<file path="src/rtl/irq_nest_pkg.sv">
package irq_nest_pkg;

  parameter int unsigned LVL_W = 2;

  typedef logic [LVL_W-1:0] lvl_t;

  // level value that can never be accepted; also the idle program level
  localparam lvl_t LVL_MASKED = lvl_t'(3);
  localparam lvl_t LVL_IDLE   = lvl_t'(3);
  localparam lvl_t LVL_TOP    = lvl_t'(1);

  // field value 0 is handled as the most urgent usable level
  function automatic lvl_t norm_lvl(input lvl_t field);
    return (field == '0) ? LVL_TOP : field;
  endfunction

  // a candidate preempts only with a strictly smaller level value
  function automatic logic outranks(input lvl_t cand, input lvl_t cur);
    return cand < cur;
  endfunction

endpackage

</file>
<file path="src/rtl/irq_src_bank.sv">
module irq_src_bank
  import irq_nest_pkg::*;
#(
  parameter int unsigned NUM_SRC = 16,
  parameter int unsigned REG_W   = 8,
  localparam int unsigned FPR    = REG_W / LVL_W,
  localparam int unsigned NREG   = NUM_SRC / FPR,
  localparam int unsigned SEL_W  = (NREG > 1) ? $clog2(NREG) : 1
) (
  input  logic                     clk,
  input  logic                     rst_n,
  input  logic [NUM_SRC-1:0]       src_event,
  input  logic [NUM_SRC-1:0]       flag_clr,
  input  logic [NUM_SRC-1:0]       take_clr,
  input  logic                     en_we,
  input  logic [NUM_SRC-1:0]       en_wdata,
  input  logic                     lvl_we,
  input  logic [SEL_W-1:0]         lvl_sel,
  input  logic [REG_W-1:0]         lvl_wdata,
  output logic [NUM_SRC-1:0]       flags_q,
  output logic [NUM_SRC-1:0]       pend,
  output logic [NUM_SRC*LVL_W-1:0] lvl_flat
);

  logic [NUM_SRC-1:0] en_q;
  logic [REG_W-1:0]   lvl_reg [NREG];

  // event set dominates any clear in the same cycle
  always_ff @(posedge clk) begin
    if (!rst_n) begin
      flags_q <= '0;
    end else begin
      flags_q <= (flags_q & ~flag_clr & ~take_clr) | src_event;
    end
  end

  always_ff @(posedge clk) begin
    if (!rst_n) begin
      en_q <= '0;
    end else if (en_we) begin
      en_q <= en_wdata;
    end
  end

  always_ff @(posedge clk) begin
    if (!rst_n) begin
      for (int r = 0; r < NREG; r++) begin
        lvl_reg[r] <= '1;
      end
    end else if (lvl_we) begin
      lvl_reg[lvl_sel] <= lvl_wdata;
    end
  end

  assign pend = flags_q & en_q;

  generate
    for (genvar s = 0; s < NUM_SRC; s++) begin : g_field
      assign lvl_flat[s*LVL_W +: LVL_W] = lvl_reg[s/FPR][(s%FPR)*LVL_W +: LVL_W];
    end
  endgenerate

endmodule

</file>
<file path="src/rtl/irq_arbiter.sv">
module irq_arbiter
  import irq_nest_pkg::*;
#(
  parameter int unsigned NUM_SRC = 16,
  localparam int unsigned IDX_W  = (NUM_SRC > 1) ? $clog2(NUM_SRC) : 1
) (
  input  logic [NUM_SRC-1:0]       pend,
  input  logic [NUM_SRC*LVL_W-1:0] lvl_flat,
  output logic                     cand_valid,
  output logic [IDX_W-1:0]         cand_idx,
  output lvl_t                     cand_lvl
);

  lvl_t lv;

  // scan from the top index down; "<=" lets a lower index take over a tie
  always_comb begin
    cand_valid = 1'b0;
    cand_idx   = '0;
    cand_lvl   = LVL_IDLE;
    lv         = LVL_MASKED;
    for (int i = NUM_SRC - 1; i >= 0; i--) begin
      lv = norm_lvl(lvl_flat[i*LVL_W +: LVL_W]);
      if (pend[i] && (lv != LVL_MASKED) && (lv <= cand_lvl)) begin
        cand_valid = 1'b1;
        cand_idx   = IDX_W'(i);
        cand_lvl   = lv;
      end
    end
  end

endmodule

</file>
<file path="src/rtl/irq_save_stack.sv">
module irq_save_stack #(
  parameter int unsigned DEPTH  = 4,
  parameter int unsigned W      = 25,
  localparam int unsigned CNT_W = $clog2(DEPTH + 1),
  localparam int unsigned AW    = (DEPTH > 1) ? $clog2(DEPTH) : 1
) (
  input  logic             clk,
  input  logic             rst_n,
  input  logic             push,
  input  logic             pop,
  input  logic [W-1:0]     din,
  output logic [W-1:0]     dout,
  output logic [CNT_W-1:0] cnt,
  output logic             full,
  output logic             empty
);

  logic [W-1:0]     mem [DEPTH];
  logic [CNT_W-1:0] cnt_m1;
  logic [AW-1:0]    wr_idx;
  logic [AW-1:0]    rd_idx;

  assign cnt_m1 = cnt - CNT_W'(1);
  assign wr_idx = cnt[AW-1:0];
  assign rd_idx = cnt_m1[AW-1:0];
  assign full   = (cnt == CNT_W'(DEPTH));
  assign empty  = (cnt == '0);
  assign dout   = mem[rd_idx];

  always_ff @(posedge clk) begin
    if (!rst_n) begin
      cnt <= '0;
    end else if (pop && !empty) begin
      cnt <= cnt_m1;
    end else if (push && !full) begin
      cnt <= cnt + CNT_W'(1);
    end
  end

  always_ff @(posedge clk) begin
    if (push && !pop && !full) begin
      mem[wr_idx] <= din;
    end
  end

endmodule

</file>
<file path="src/rtl/nest_irq_ctrl.sv">
module nest_irq_ctrl
  import irq_nest_pkg::*;
#(
  parameter int unsigned NUM_SRC   = 16,
  parameter int unsigned REG_W     = 8,
  parameter int unsigned STK_DEPTH = 4,
  parameter int unsigned PC_W      = 16,
  parameter int unsigned FLG_W     = 6,
  localparam int unsigned IDX_W    = (NUM_SRC > 1) ? $clog2(NUM_SRC) : 1,
  localparam int unsigned NREG     = NUM_SRC / (REG_W / LVL_W),
  localparam int unsigned SEL_W    = (NREG > 1) ? $clog2(NREG) : 1
) (
  input  logic               clk,
  input  logic               rst_n,
  input  logic [NUM_SRC-1:0] src_event,
  input  logic [NUM_SRC-1:0] flag_clr,
  input  logic               en_we,
  input  logic [NUM_SRC-1:0] en_wdata,
  input  logic               lvl_we,
  input  logic [SEL_W-1:0]   lvl_sel,
  input  logic [REG_W-1:0]   lvl_wdata,
  input  logic               ps_we,
  input  logic               ps_ie,
  input  logic [LVL_W-1:0]   ps_il,
  input  logic               reti,
  input  logic [PC_W-1:0]    pc_in,
  input  logic [FLG_W-1:0]   flags_in,
  output logic [NUM_SRC-1:0] req_flags,
  output logic               cur_ie,
  output logic [LVL_W-1:0]   cur_il,
  output logic               irq_take,
  output logic [IDX_W-1:0]   irq_vec,
  output logic               ret_valid,
  output logic [PC_W-1:0]    ret_pc,
  output logic [FLG_W-1:0]   ret_flags,
  output logic               ovf_err
);

  localparam int unsigned FRAME_W = PC_W + FLG_W + LVL_W + 1;
  localparam int unsigned CNT_W   = $clog2(STK_DEPTH + 1);

  // named internal events, observed by the bound checker
  logic                     cand_valid;
  logic [IDX_W-1:0]         cand_idx;
  lvl_t                     cand_lvl;
  logic                     cand_ok;
  logic                     take_evt;
  logic                     ovf_evt;
  logic                     ret_evt;
  logic [NUM_SRC-1:0]       take_clr;
  logic [NUM_SRC-1:0]       pend;
  logic [NUM_SRC*LVL_W-1:0] lvl_flat;
  logic                     stk_full;
  logic                     stk_empty;
  logic [CNT_W-1:0]         stk_cnt;
  logic [FRAME_W-1:0]       push_frame;
  logic [FRAME_W-1:0]       top_frame;

  lvl_t cur_il_q;
  logic cur_ie_q;

  irq_src_bank #(
    .NUM_SRC (NUM_SRC),
    .REG_W   (REG_W)
  ) u_bank (
    .clk       (clk),
    .rst_n     (rst_n),
    .src_event (src_event),
    .flag_clr  (flag_clr),
    .take_clr  (take_clr),
    .en_we     (en_we),
    .en_wdata  (en_wdata),
    .lvl_we    (lvl_we),
    .lvl_sel   (lvl_sel),
    .lvl_wdata (lvl_wdata),
    .flags_q   (req_flags),
    .pend      (pend),
    .lvl_flat  (lvl_flat)
  );

  irq_arbiter #(
    .NUM_SRC (NUM_SRC)
  ) u_arb (
    .pend       (pend),
    .lvl_flat   (lvl_flat),
    .cand_valid (cand_valid),
    .cand_idx   (cand_idx),
    .cand_lvl   (cand_lvl)
  );

  // a return strobe and a status load each claim the cycle for themselves
  assign ret_evt  = reti && !stk_empty;
  assign cand_ok  = cand_valid && cur_ie_q && outranks(cand_lvl, cur_il_q)
                    && !reti && !ps_we;
  assign take_evt = cand_ok && !stk_full;
  assign ovf_evt  = cand_ok && stk_full;
  assign take_clr = take_evt ? (NUM_SRC'(1) << cand_idx) : '0;

  assign push_frame = {cur_ie_q, cur_il_q, flags_in, pc_in};

  irq_save_stack #(
    .DEPTH (STK_DEPTH),
    .W     (FRAME_W)
  ) u_stk (
    .clk   (clk),
    .rst_n (rst_n),
    .push  (take_evt),
    .pop   (ret_evt),
    .din   (push_frame),
    .dout  (top_frame),
    .cnt   (stk_cnt),
    .full  (stk_full),
    .empty (stk_empty)
  );

  always_ff @(posedge clk) begin
    if (!rst_n) begin
      cur_ie_q <= 1'b0;
      cur_il_q <= LVL_IDLE;
    end else if (ret_evt) begin
      cur_ie_q <= top_frame[FRAME_W-1];
      cur_il_q <= top_frame[PC_W+FLG_W +: LVL_W];
    end else if (ps_we) begin
      cur_ie_q <= ps_ie;
      cur_il_q <= ps_il;
    end else if (take_evt) begin
      cur_il_q <= cand_lvl;
    end
  end

  always_ff @(posedge clk) begin
    if (!rst_n) begin
      irq_take  <= 1'b0;
      irq_vec   <= '0;
      ret_valid <= 1'b0;
      ret_pc    <= '0;
      ret_flags <= '0;
      ovf_err   <= 1'b0;
    end else begin
      irq_take  <= take_evt;
      ret_valid <= ret_evt;
      ovf_err   <= ovf_err | ovf_evt;
      if (take_evt) begin
        irq_vec <= cand_idx;
      end
      if (ret_evt) begin
        ret_pc    <= top_frame[PC_W-1:0];
        ret_flags <= top_frame[PC_W +: FLG_W];
      end
    end
  end

  assign cur_ie = cur_ie_q;
  assign cur_il = cur_il_q;

endmodule

</file>
<file path="config.mk">
export PLATFORM = sky130hd
export DESIGN_NAME = nest_irq_ctrl
export DESIGN_NICKNAME = d
export VERILOG_FILES = /design/src/rtl/irq_nest_pkg.sv /design/src/rtl/irq_src_bank.sv /design/src/rtl/irq_arbiter.sv /design/src/rtl/irq_save_stack.sv /design/src/rtl/nest_irq_ctrl.sv
export SDC_FILE = /design/constraint.sdc
export NUM_CORES = 1
export LEC_CHECK = 0
export ABC_AREA = 0
export BUFFER_PORTS_ARGS = -buffer_cell sky130_fd_sc_hd__buf_2
export CORE_ASPECT_RATIO = 0.8
export CORE_MARGIN = 5
export CORE_UTILIZATION = 55
export CTS_CLUSTER_DIAMETER = 50
export DETAILED_ROUTE_END_ITERATION = 7
export PLACE_DENSITY_LB_ADDON = 0.12
export SLEW_MARGIN = 20
export SYNTH_ARGS = -nofsm -noshare
export SYNTH_HDL_FRONTEND = slang
export SYNTH_SLANG_ARGS = --single-unit
</file>
<file path="constraint.sdc">
create_clock -name clk -period 21 [get_ports clk]
set_input_delay 0 -clock clk [delete_from_list [all_inputs] [get_ports clk]]
set_output_delay 0 -clock clk [all_outputs]
set_load 0.02 [all_outputs]
</file>
# After elaboration in Yosys (flattened, before gate mapping)
# Memory sizes are Yosys's and may differ from the RTL's.
# Index checks and enable logic that the tools add are counted.
[totals]
reg_bits = 67
latchBits = 0
mem_bits_rw = 132
rom_bits = 0
word_cells = 207
mem_count = 2
[memory_table]
columns = ["memory", "depth", "width", "rd", "rd_clocked_by_memory_dff", "write_ports", "line_no", "rtl"]
rows = [
  ["u_stk.mem", 4, 25, 1, 0, 1, "irq_save_stack.sv:18", "logic [W-1:0] mem [DEPTH];"],
  ["u_bank.lvl_reg", 4, 8, 4, 0, 4, "irq_src_bank.sv:26", "logic [REG_W-1:0] lvl_reg [NREG];"],
]
[op_classes]
add_sub_neg = 2
mul = 0
div = 0
n_lt_le_gt_ge = 17
eq_ne = 17
n_shift = 1
mux = 81
bitwise_logic = 7
reduce_logical = 69
[op_table]
columns = ["cell", "n"]
rows = [
  ["$mux 2", 36],
  ["$mux 4", 16],
  ["$and 16x16->16", 3],
  ["$logic_and 1x1->1", 43],
  ["$logic_not 2->1", 16],
  ["$ne 2x2->1 const B", 16],
  ["$not 16->16", 2],
  ["$le 2x2->1", 15],
  ["$mux 1", 25],
  ["$mux 16", 1],
  ["$or 16x16->16", 1],
  ["$shl 1x4->16 const A", 1],
  ["$mux 8", 1],
  ["$reduce_or 8->1", 1],
  ["$mux 3", 2],
  ["$logic_not 1->1", 5],
  ["$reduce_bool 2->1", 2],
  ["$add 3x1->3 const B", 1],
  ["$eq 3x3->1 const B", 1],
  ["$logic_not 3->1", 1],
  ["$reduce_bool 3->1", 1],
  ["$sub 3x1->3 const B", 1],
  ["$le 2x2->1 const B", 1],
  ["$lt 2x2->1", 1],
  ["$or 1x1->1", 1],
]

# Depth between registers and ports, before layout
# Gate-level depths: netlist of run 1.
[logic_depth]
word_depth = 60
mapped_depth = 105
depth_no_buf = 101

# Cells and area by module
# Synthesis of run 1 repeated with hierarchy kept, for this count alone.
[unflattened]
hier_cells = 756
area_unflattened_um2 = 9354.0
[modules_own_cells]
columns = ["module", "instances", "cells_per_inst", "area_each_um2"]
rows = [
  ["irq_save_stack", 1, 165, 3941.3],
  ["irq_src_bank", 1, 195, 2516.2],
  ["nest_irq_ctrl", 1, 168, 1455.1],
  ["irq_arbiter", 1, 228, 1441.4],
]

# Worst setup path before layout of run 1
# No wires, ideal clock.
[synth_path]
path_type = "register to register"
from = "register u_bank.flags_q[15]"
to = "memory u_stk.mem[0][0] (enable)"
arrival_time_ps = 17840
required_ps = 20593
slack_ps = 2753
stages_incl_launch_ff = 100
n_path_buf = 2
period_less_slack_ps = 18247
cell_sequence = "dfxtp_1 > nand2_1 > nor2_1 > nand2_1 > ha_1 > o211ai_1 > o21ai_0 > nand3_1 > ha_1 > o21bai_1 > o221ai_1 > nand2_1 > ha_1 > o211ai_1 > nor2_1 > o21ai_0 > ha_1 > o21bai_1 > (+64 left out) > ha_1 > nor2_1 > o21ai_0 > a31oi_1 > or2_0 > clkbuf_1 > nand3_1 > o21ai_0 > ha_1 > nor2b_1 > o21ai_0 > and4_1 > clkbuf_1 > o21ai_0 > ha_1 > nor3_1 > o211ai_1 > nor2_1"
[synth_via]
elab_chain_cells = 58
word_cells_on_any_way = 75
classes_between = "order compare (16); mux (34); bitwise (1); reduce/logical (24)"
[synth_rtl]
columns = ["item", "line_no", "rtl"]
rows = [
  ["start, declared", "irq_src_bank.sv:20", "output logic [NUM_SRC-1:0] flags_q,"],
  ["start signal, assigned", "irq_src_bank.sv:33", "flags_q <= (flags_q & ~flag_clr & ~take_clr) | src_event;"],
  ["$and 16x16->16 (*)", "irq_src_bank.sv:55", "assign pend = flags_q & en_q;"],
  ["$logic_and 1x1->1 (*) (2 in series)", "irq_arbiter.sv:24", "if (pend[i] && (lv != LVL_MASKED) && (lv <= cand_lvl)) begin"],
  ["$mux 2", "irq_arbiter.sv:24", ""],
  ["$le 2x2->1", "irq_arbiter.sv:24", ""],
  ["$logic_and 1x1->1", "irq_arbiter.sv:24", ""],
  ["$mux 2", "irq_arbiter.sv:24", ""],
  ["$le 2x2->1", "irq_arbiter.sv:24", ""],
  ["$logic_and 1x1->1", "irq_arbiter.sv:24", ""],
  ["(+39 left out)", "n/a", ""],
  ["$mux 2 or $mux 1 (tied branches)", "irq_arbiter.sv:24", ""],
  ["$lt 2x2->1 or $logic_and 1x1->1 (tied branches)", "irq_nest_pkg.sv:19, nest_irq_ctrl.sv:93", ""],
  ["$logic_and 1x1->1 (*)", "nest_irq_ctrl.sv:93", "assign cand_ok = cand_valid && cur_ie_q && outranks(cand_lvl, cur_il_q)"],
  ["$logic_and 1x1->1 (*) (2 in series)", "nest_irq_ctrl.sv:94", "&& !reti && !ps_we;"],
  ["$logic_and 1x1->1 (*)", "nest_irq_ctrl.sv:95", "assign take_evt = cand_ok && !stk_full;"],
  ["$logic_and 1x1->1 (*) (2 in series)", "irq_save_stack.sv:41", "if (push && !pop && !full) begin"],
  ["$mux 1 (*)", "irq_save_stack.sv:41", ""],
  ["$mux 1 (implied by the code) (*)", "irq_save_stack.sv:42", "mem[wr_idx] <= din;"],
  ["end, declared", "irq_save_stack.sv:18", ""],
]
# Every way passes the cells marked *; elsewhere a longest branch is shown, timed or not.

# Worst setup path in the final report of run 1
[layout_path]
from = "register u_bank.en_q[15]"
to = "register u_bank.flags_q[2]"
[layout_via]
elab_chain_cells = 58
word_cells_on_any_way = 92
classes_between = "order compare (16); shift (1); mux (49); bitwise (4); reduce/logical (22)"
[layout_rtl]
columns = ["item", "line_no", "rtl"]
rows = [
  ["start, declared", "irq_src_bank.sv:25", "logic [NUM_SRC-1:0] en_q;"],
  ["start signal, assigned", "irq_src_bank.sv:41", "en_q <= en_wdata;"],
  ["$and 16x16->16 (*)", "irq_src_bank.sv:55", ""],
  ["$logic_and 1x1->1 (*) (2 in series)", "irq_arbiter.sv:24", ""],
  ["$mux 2", "irq_arbiter.sv:24", ""],
  ["$le 2x2->1", "irq_arbiter.sv:24", ""],
  ["$logic_and 1x1->1", "irq_arbiter.sv:24", ""],
  ["$mux 2", "irq_arbiter.sv:24", ""],
  ["$le 2x2->1", "irq_arbiter.sv:24", ""],
  ["$logic_and 1x1->1", "irq_arbiter.sv:24", ""],
  ["(+40 left out)", "n/a", ""],
  ["$lt 2x2->1 or $logic_and 1x1->1 (tied branches)", "irq_nest_pkg.sv:19, nest_irq_ctrl.sv:93", ""],
  ["$logic_and 1x1->1", "nest_irq_ctrl.sv:93", ""],
  ["$logic_and 1x1->1 (2 in series)", "nest_irq_ctrl.sv:94", ""],
  ["$logic_and 1x1->1", "nest_irq_ctrl.sv:95", ""],
  ["$mux 16 (*)", "nest_irq_ctrl.sv:97", "assign take_clr = take_evt ? (NUM_SRC'(1) << cand_idx) : '0;"],
  ["$not 16->16 (*)", "irq_src_bank.sv:33", ""],
  ["$and 16x16->16 (*)", "irq_src_bank.sv:33", ""],
  ["$or 16x16->16 (*)", "irq_src_bank.sv:33", ""],
]
# Marks and branches as above.
# A chain may end at the register's enable or synchronous reset.

==> results of run 1 <==
-- Yosys cell counts, types with 4 or more instances --
master      n
ha_1       22
nand3_1    13
o21a_1      8
mux2i_1    42
dfxtp_1    67
inv_1      20
mux4_2     15
a311oi_2    4
a311oi_1    6
nand3b_1    7
o211ai_1   11
nand2b_1   14
nor2b_1    28
o21bai_1    8
and3b_1     6
nand2_1    66
and2_1      7
clkbuf_1   22
o21ai_0    29
edfxtp_1  132
o22ai_1    13
nor2_1     66
nor3_1     26
nand3b_4    4
or2_2      28
a21oi_1    57
-- what timing repair did --
action	CTS	global route
setup buffers	0	2
setup endpoints to repair	0	127
gates resized for setup	0	15
endpoints found under the hold margin	155	0
hold buffers	80	0
-- logic make-up (layout without fill, tap and decap cells) --
family / Yosys count / count (layout) / synth area share (%)
AND/OR/NAND/NOR: 291 / 291 / 16.8
AO/OA/AOI/OAI: 173 / 173 / 13.2
multiplexers: 57 / 57 / 8.12
adder cells (fa/ha/maj): 22 / 22 / 2.95
flip-flops: 199 / 199 / 56.8
other: 0 / 1 / 0
buffers and inverters: 50 / 280 / 2.24
-- metrics by stage --
stage	worst slack [ps]	instances
CTS	150	1240
detailed placement	770	1128
global route	-34.0	1242
floorplan	2750	792
finish	1510	1243
global placement	1810	1128
-- worst max-delay path, delay by kind of cell (launching register included) --
kind	cells	cell delay, ps
AOI/OAI and AO/OA	52	9730
adders and majority gates	16	4150
buffers and inverters	5	960
DFF	1	460
and+or+nand+nor	28	4030
-- routing by layer --
| layer | track usage (%) | up-vias | part of all wire [%] |
|---|---|---|---|
| met5 | 0 | - | 0 |
| met4 | 6.07 | 0 | 1.6 |
| met3 | 5.75 | 31 | 8.0 |
| met2 | 39.5 | 305 | 46 |
| met1 | 34.6 | 3452 | 44 |
| li1 | - | 3400 | - |
-- worst max-delay path by stage --
stage / start / end / slack, ps / depth (start not counted)
floorplan: u_bank.flags_q[15] / u_stk.mem[0][0] / 2750 / 99
global placement: u_bank.flags_q[15] / u_bank.flags_q[2] / 1810 / 99
detailed placement: u_bank.flags_q[15] / u_bank.flags_q[2] / 770 / 99
CTS: u_bank.flags_q[15] / u_bank.flags_q[2] / 150 / 99
global route: u_bank.en_q[15] / u_bank.flags_q[2] / -30 / 101
finish: u_bank.en_q[15] / u_bank.flags_q[2] / 1510 / 101
-- where the power goes --
part | switching, mW | internal, mW | total [mW]
Clock | 0.158 | 0.185 | 0.343
Combinational | 0.173 | 0.120 | 0.294
Sequential | 0.0221 | 0.449 | 0.472
Total | 0.353 | 0.755 | 1.11
-- layout make-up --
cell class | count | area [µm²] | area share, %
sequential | 199 | 5310 | 45.2
multi-input combinational | 543 | 3880 | 33.0
timing repair buffer | 227 | 1580 | 13.4
inverter | 21 | 78.8 | 0.672
tap | 220 | 275 | 2.35
clock inverter | 13 | 175 | 1.49
antenna | 1 | 2.50 | 0.0213
clock buffer | 19 | 443 | 3.77
==> metrics.md, run 1 <==
| Metric | Value |
|---|---|
| Vias in the first global route | `7231` |
| TNS Setup | `0 ps` |
| Outcome | `finished clean` |
| Router iterations before antenna repair | `5` |
| 1st-iter DRT viols | `574` |
| Antenna viol nets, final | `0` |
| Clk sinks | `199` |
| First-pass GRT wire length | `38000 µm` |
| Leakage | `4.54 nW` |
| Max-slew violations | `0` |
| CP arrival | `19820 ps` |
| Period utilisation layout | `92.8%` |
| Worst vdd ir | `0.0695 mV` |
| CTS tree | `done` |
| Max Cap Violations | `0` |
| Worst reg2reg path depth | `101` |
| Async SR Flop Fraction | `0%` |
| CP dominant cell by count | `ha_1` |
| EDFF count, synth | `132` |
| Minimum clock period | `19490 ps` |
| Hold Vio Cnt, Final | `0` |
| Clock latency on the worst-skew pair | `440 ps` |
| Startpoint Class | `flip-flop` |
| Area delta synth->final | `25.6%` |
| Post-Syn Instances | `792` |
| TritonCTS buffer count | `17` |
| Largest net degree at the start of global routing | `53` |
| Clk_skew | `11.3 ps` |
| Setup crit end kind | `flip-flop` |
| Gpl congestion | `0.911` |
| Least-Margin Pin Slew | `1110 ps` |
| Die area | `0.0197 mm²` |
| Ranking of synthesized cells by area | `edfxtp_1, dfxtp_1, mux2i_1` |
| CP Max Fanout | `10` |
| Top cell type's share of synthesized area | `42.4%` |
| Fill cell count | `1167` |
| Via count | `7188` |
| Root buffer cell | `clkbuf_16` |
| Syn_area_per_cell | `11.8 µm²` |
| Residual DRC | `0` |
| Synth area leader | `edfxtp_1` |
| I/O Buffers | `136` |
| Post-layout nets | `1120` |
| Post-Syn Nets | `903` |
| Setup-failing EPs final | `0` |
| Clock transition at path regs | `80 ps` |
| Largest register FFs | `100` |
| Die height | `127 µm` |
| Num rows | `42` |
| Cell Area, Placed | `0.0102 mm²` |
| Via density | `5.78` |
| Slowest stage delay, CP | `620 ps` |
| Sequential-to-total area share from yosys stat | `56.8%` |
| Grt ovf | `0` |
| Die extent in x | `156 µm` |
| Pwr per Cell Area | `94.4 mW/mm²` |
| Worst flop-to-flop path startpoint | `u_bank.en_q[15]` |
| Reg2reg end | `u_bank.flags_q[2]` |
| Synth Flop Type | `edfxtp_1` |
| Synth warn | `0` |
| Gr usage total | `24.7%` |
| Final Core Density | `70.7%` |
| Worst hold-check path type | `primary input to flip-flop` |
| Core area | `0.0166 mm²` |
| Drt total wl | `24400 µm` |
| CTS Buffer Depth | `2` |
| Count of cell types in the netlist | `73` |
| Wire per inst | `19.7 µm` |
| Final hold slack | `26.4 ps` |
| Initial antenna violation count | `0` |
| Starting Density | `56.3%` |
| Most common cell after layout, fill and taps aside | `buf_2` |
| R2r setup slk | `1510 ps` |
| Max Freq | `51.3 MHz` |
| H-Tree Depth | `4` |
| Fraction of layout cells with a size suffix above 1 | `25.2%` |
| DP HPWL | `16600 µm` |
| Io pins | `137` |
| Hold_sp | `flag_clr[7]` |
| Mapped cell area | `0.00934 mm²` |
| Commonest cells after routing, fill and taps aside | `buf_2, edfxtp_1, dlygate4sd3_1` |
| Synthesis-stage register bit count | `199` |
| WP data required | `21330 ps` |
| WS Path Type | `flip-flop to flip-flop` |
| Design Area, Final | `0.0117 mm²` |
| Slowest cell on the critical path | `dlygate4sd3_1` |
| Max_slew headroom | `25.8%` |
| Hold Path Depth | `4` |
| Final Power | `1.11 mW` |
| Worst Hold End | `u_bank.flags_q[7]` |
Note: power is estimated with default switching activity, not from simulation.
==> run 2, diff against run 1 <==
--- a/config.mk
+++ b/config.mk
@@ -8,8 +8,7 @@
 export ABC_AREA = 0
 export BUFFER_PORTS_ARGS = -buffer_cell sky130_fd_sc_hd__buf_2
 export CORE_ASPECT_RATIO = 0.8
-export CORE_MARGIN = 5
-export CORE_UTILIZATION = 55
+export CORE_UTILIZATION = 40
 export CTS_CLUSTER_DIAMETER = 50
 export DETAILED_ROUTE_END_ITERATION = 7
 export PLACE_DENSITY_LB_ADDON = 0.12
==> run 2 against run 1 <==
First-iteration DRC count is 7.3% lower. Non-clock buffer count rose by 3. Largest power group unchanged. Sequential share of layout area shrank 0.31 points. Sequential power is essentially flat. Global-route usage down 4.2 points. Critical path depth stayed put.
==> metrics.md, run 2 (synthesis results as in run 1) <==
| Metric | Value |
|---|---|
| Outcome | `finished clean` |
| Worst hold-check path type | `primary input to flip-flop` |
| Antenna viol nets, final | `0 (unchanged)` |
| Num rows | `49 (+17%)` |
| Period utilisation layout | `92.1% (-0.73 points)` |
| Gr usage total | `20.5% (-4.2 points)` |
| Commonest cells after routing, fill and taps aside | `buf_2, edfxtp_1, dlygate4sd3_1` |
| Setup-failing EPs final | `0 (unchanged)` |
| Max Freq | `51.7 MHz (+0.79%)` |
| Router iterations before antenna repair | `5 (unchanged)` |
| CTS Buffer Depth | `2 (unchanged)` |
| Least-Margin Pin Slew | `985 ps (-127 ps)` |
| Switching pwr | `0.358 mW (+1.3%)` |
| Gpl congestion | `0.918 (+0.77%)` |
| WS Path Type | `flip-flop to flip-flop` |
| Setup crit end kind | `flip-flop` |
| Max Cap Violations | `0 (unchanged)` |
| CTS tree | `done` |
| Hold Vio Cnt, Final | `0 (unchanged)` |
| DP HPWL | `16600 µm (about the same)` |
| Die height | `139 µm (+9.6%)` |
| RSZ-0062 raised after global routing | `false` |
| Max_slew headroom | `33.5% (+7.7 points)` |
| Post-layout nets | `1123 (+0.27%)` |
| WP data required | `21330 ps (about the same)` |
| Placed cell count | `1215 (+7.7%)` |
| Wire per inst | `18.3 µm (-6.7%)` |
| Root buffer cell | `clkbuf_16` |
| Sequential share of power | `43.5% (+0.9 points)` |
| Sw frac | `32.9% (+1.1 points)` |
| N_diodes | `0 (-1)` |
| 1st-iter DRT viols | `532 (-7.3%)` |
| TNS Setup | `0 ps (unchanged)` |
| Starting Density | `41.2% (-15 points)` |
| Residual DRC | `0 (unchanged)` |
| Via density | `5.23 (-9.6%)` |
| Slowest cell on the critical path | `dlygate4sd3_1` |
| Startpoint Class | `flip-flop` |
| Leakage | `4.54 nW (-0.18%)` |
| CP Max Fanout | `11 (+1)` |
| Clock latency on the worst-skew pair | `440 ps (about the same)` |
| CP arrival | `19670 ps (-150 ps)` |
| I/O Buffers | `136 (unchanged)` |
| CP dominant cell by count | `ha_1` |
| Final hold slack | `1.56 ps (-24.8 ps)` |
| Worst vdd ir | `0.0501 mV (-28%)` |
| Vias in the first global route | `6623 (-8.4%)` |
| Final Core Density | `52.1% (-19 points)` |
| Io pins | `137 (unchanged)` |
| Clk sinks | `199 (unchanged)` |
| Clock Power Share | `29.9% (-1.0 points)` |
| Drt total wl | `24400 µm (-0.12%)` |
| Core area | `0.0227 mm² (+37%)` |
| First-pass GRT wire length | `37800 µm (-0.60%)` |
| Area delta synth->final | `26.5%` |
| Comb power frac | `26.7% (+0.2 points)` |
| Grt ovf | `0 (unchanged)` |
| Via count | `6961 (-3.2%)` |
| Most common cell after layout, fill and taps aside | `buf_2` |
| H-Tree Depth | `4 (unchanged)` |
| Largest register FFs | `100 (unchanged)` |
| Max-slew violations | `0 (unchanged)` |
| TritonCTS buffer count | `17 (unchanged)` |
| Minimum clock period | `19340 ps (-153 ps)` |
| Clock transition at path regs | `80 ps (about the same)` |
| Post-route insts no fill | `1331 (+7.1%)` |
| Die extent in x | `173 µm (+11%)` |
| Pwr per Cell Area | `91.9 mW/mm² (-2.6%)` |
| Fraction of layout cells with a size suffix above 1 | `25.8% (+0.51 points)` |
| Largest net degree at the start of global routing | `53 (unchanged)` |
| Initial antenna violation count | `1 (+1)` |
| Cell Int Power | `0.728 mW (-3.5%)` |
| Clk_skew | `14.0 ps (+2.68 ps)` |
| Slowest stage delay, CP | `600 ps (-20 ps)` |
| Die area | `0.0240 mm² (+22%)` |
[run 2: cell count changes in the layout (fill, tap and decap cells not counted), sizes merged]
cell | previous run | this run
buf | 147 | 150
bufinv | 2 | 0
clkbuf | 19 | 17
clkinv | 2 | 7
diode | 1 | 0
inv | 29 | 28
[run 2: worst paths after layout]
path                            from                 to  slack, ps  cells past startpoint
setup reg to reg  u_bank.flags_q[15]  u_bank.flags_q[2]       1660                    101
hold reg to reg         ret_flags[5]       ret_flags[5]        450                      2
hold / removal           flag_clr[6]  u_bank.flags_q[6]          2                      4
setup / recovery  u_bank.flags_q[15]  u_bank.flags_q[2]       1660                    101
[run 2: critical path, delay by kind of cell, from the launching register on]
family                     cells  cell delay [ps]
AOI/OAI and AO/OA             52             9580
DFF                            1              390
adders and majority gates     16             4320
and+or+nand+nor               27             3770
buffers and inverters          6             1170
[run 2: cell type report]
cell class	count	area [µm²]
Clock buffer	17	425
Clock inverter	15	156
Fill cell	2063	10900
Inverter	21	78.8
Multi-Input combinational cell	543	3880
Sequential cell	199	5310
Tap cell	306	383
Timing Repair Buffer	230	1590
[run 2: routing by layer]
metal	share of wire, %	global-route usage (%)	vias to the layer above
met2	43	30.5	201
li1	-	-	3396
met5	0.053	0	-
met4	1.0	4.89	2
met1	50	30.7	3337
met3	5.2	4.06	25
[run 2: power groups by stage]
stage               clock [mW]  sequential (mW)  combinational, mW
floorplan                    0            0.499              0.175
global placement             0            0.480              0.276
detailed placement           0            0.481              0.277
CTS                      0.331            0.472              0.290
global route             0.345            0.476              0.318
finish                   0.324            0.472              0.290
[run 2: metrics by stage]
| stage | total power [mW] | area (µm²) | setup WS [ps] |
|---|---|---|---|
| after floorplan | 0.674 | 9340 | 2750 |
| after global placement | 0.756 | 10400 | 1450 |
| after detailed placement | 0.757 | 10400 | 923 |
| after CTS | 1.09 | 11700 | 208 |
| after global routing | 1.14 | 11800 | 55.6 |
| final | 1.09 | 11800 | 1660 |
[run 2: timing repair]
action	4_1_cts	5_1_grt
endpoints found under the hold margin	155	0
endpoints found under the setup margin	0	125
hold buffers	80	0
setup buffers	0	4
resized for setup	0	18
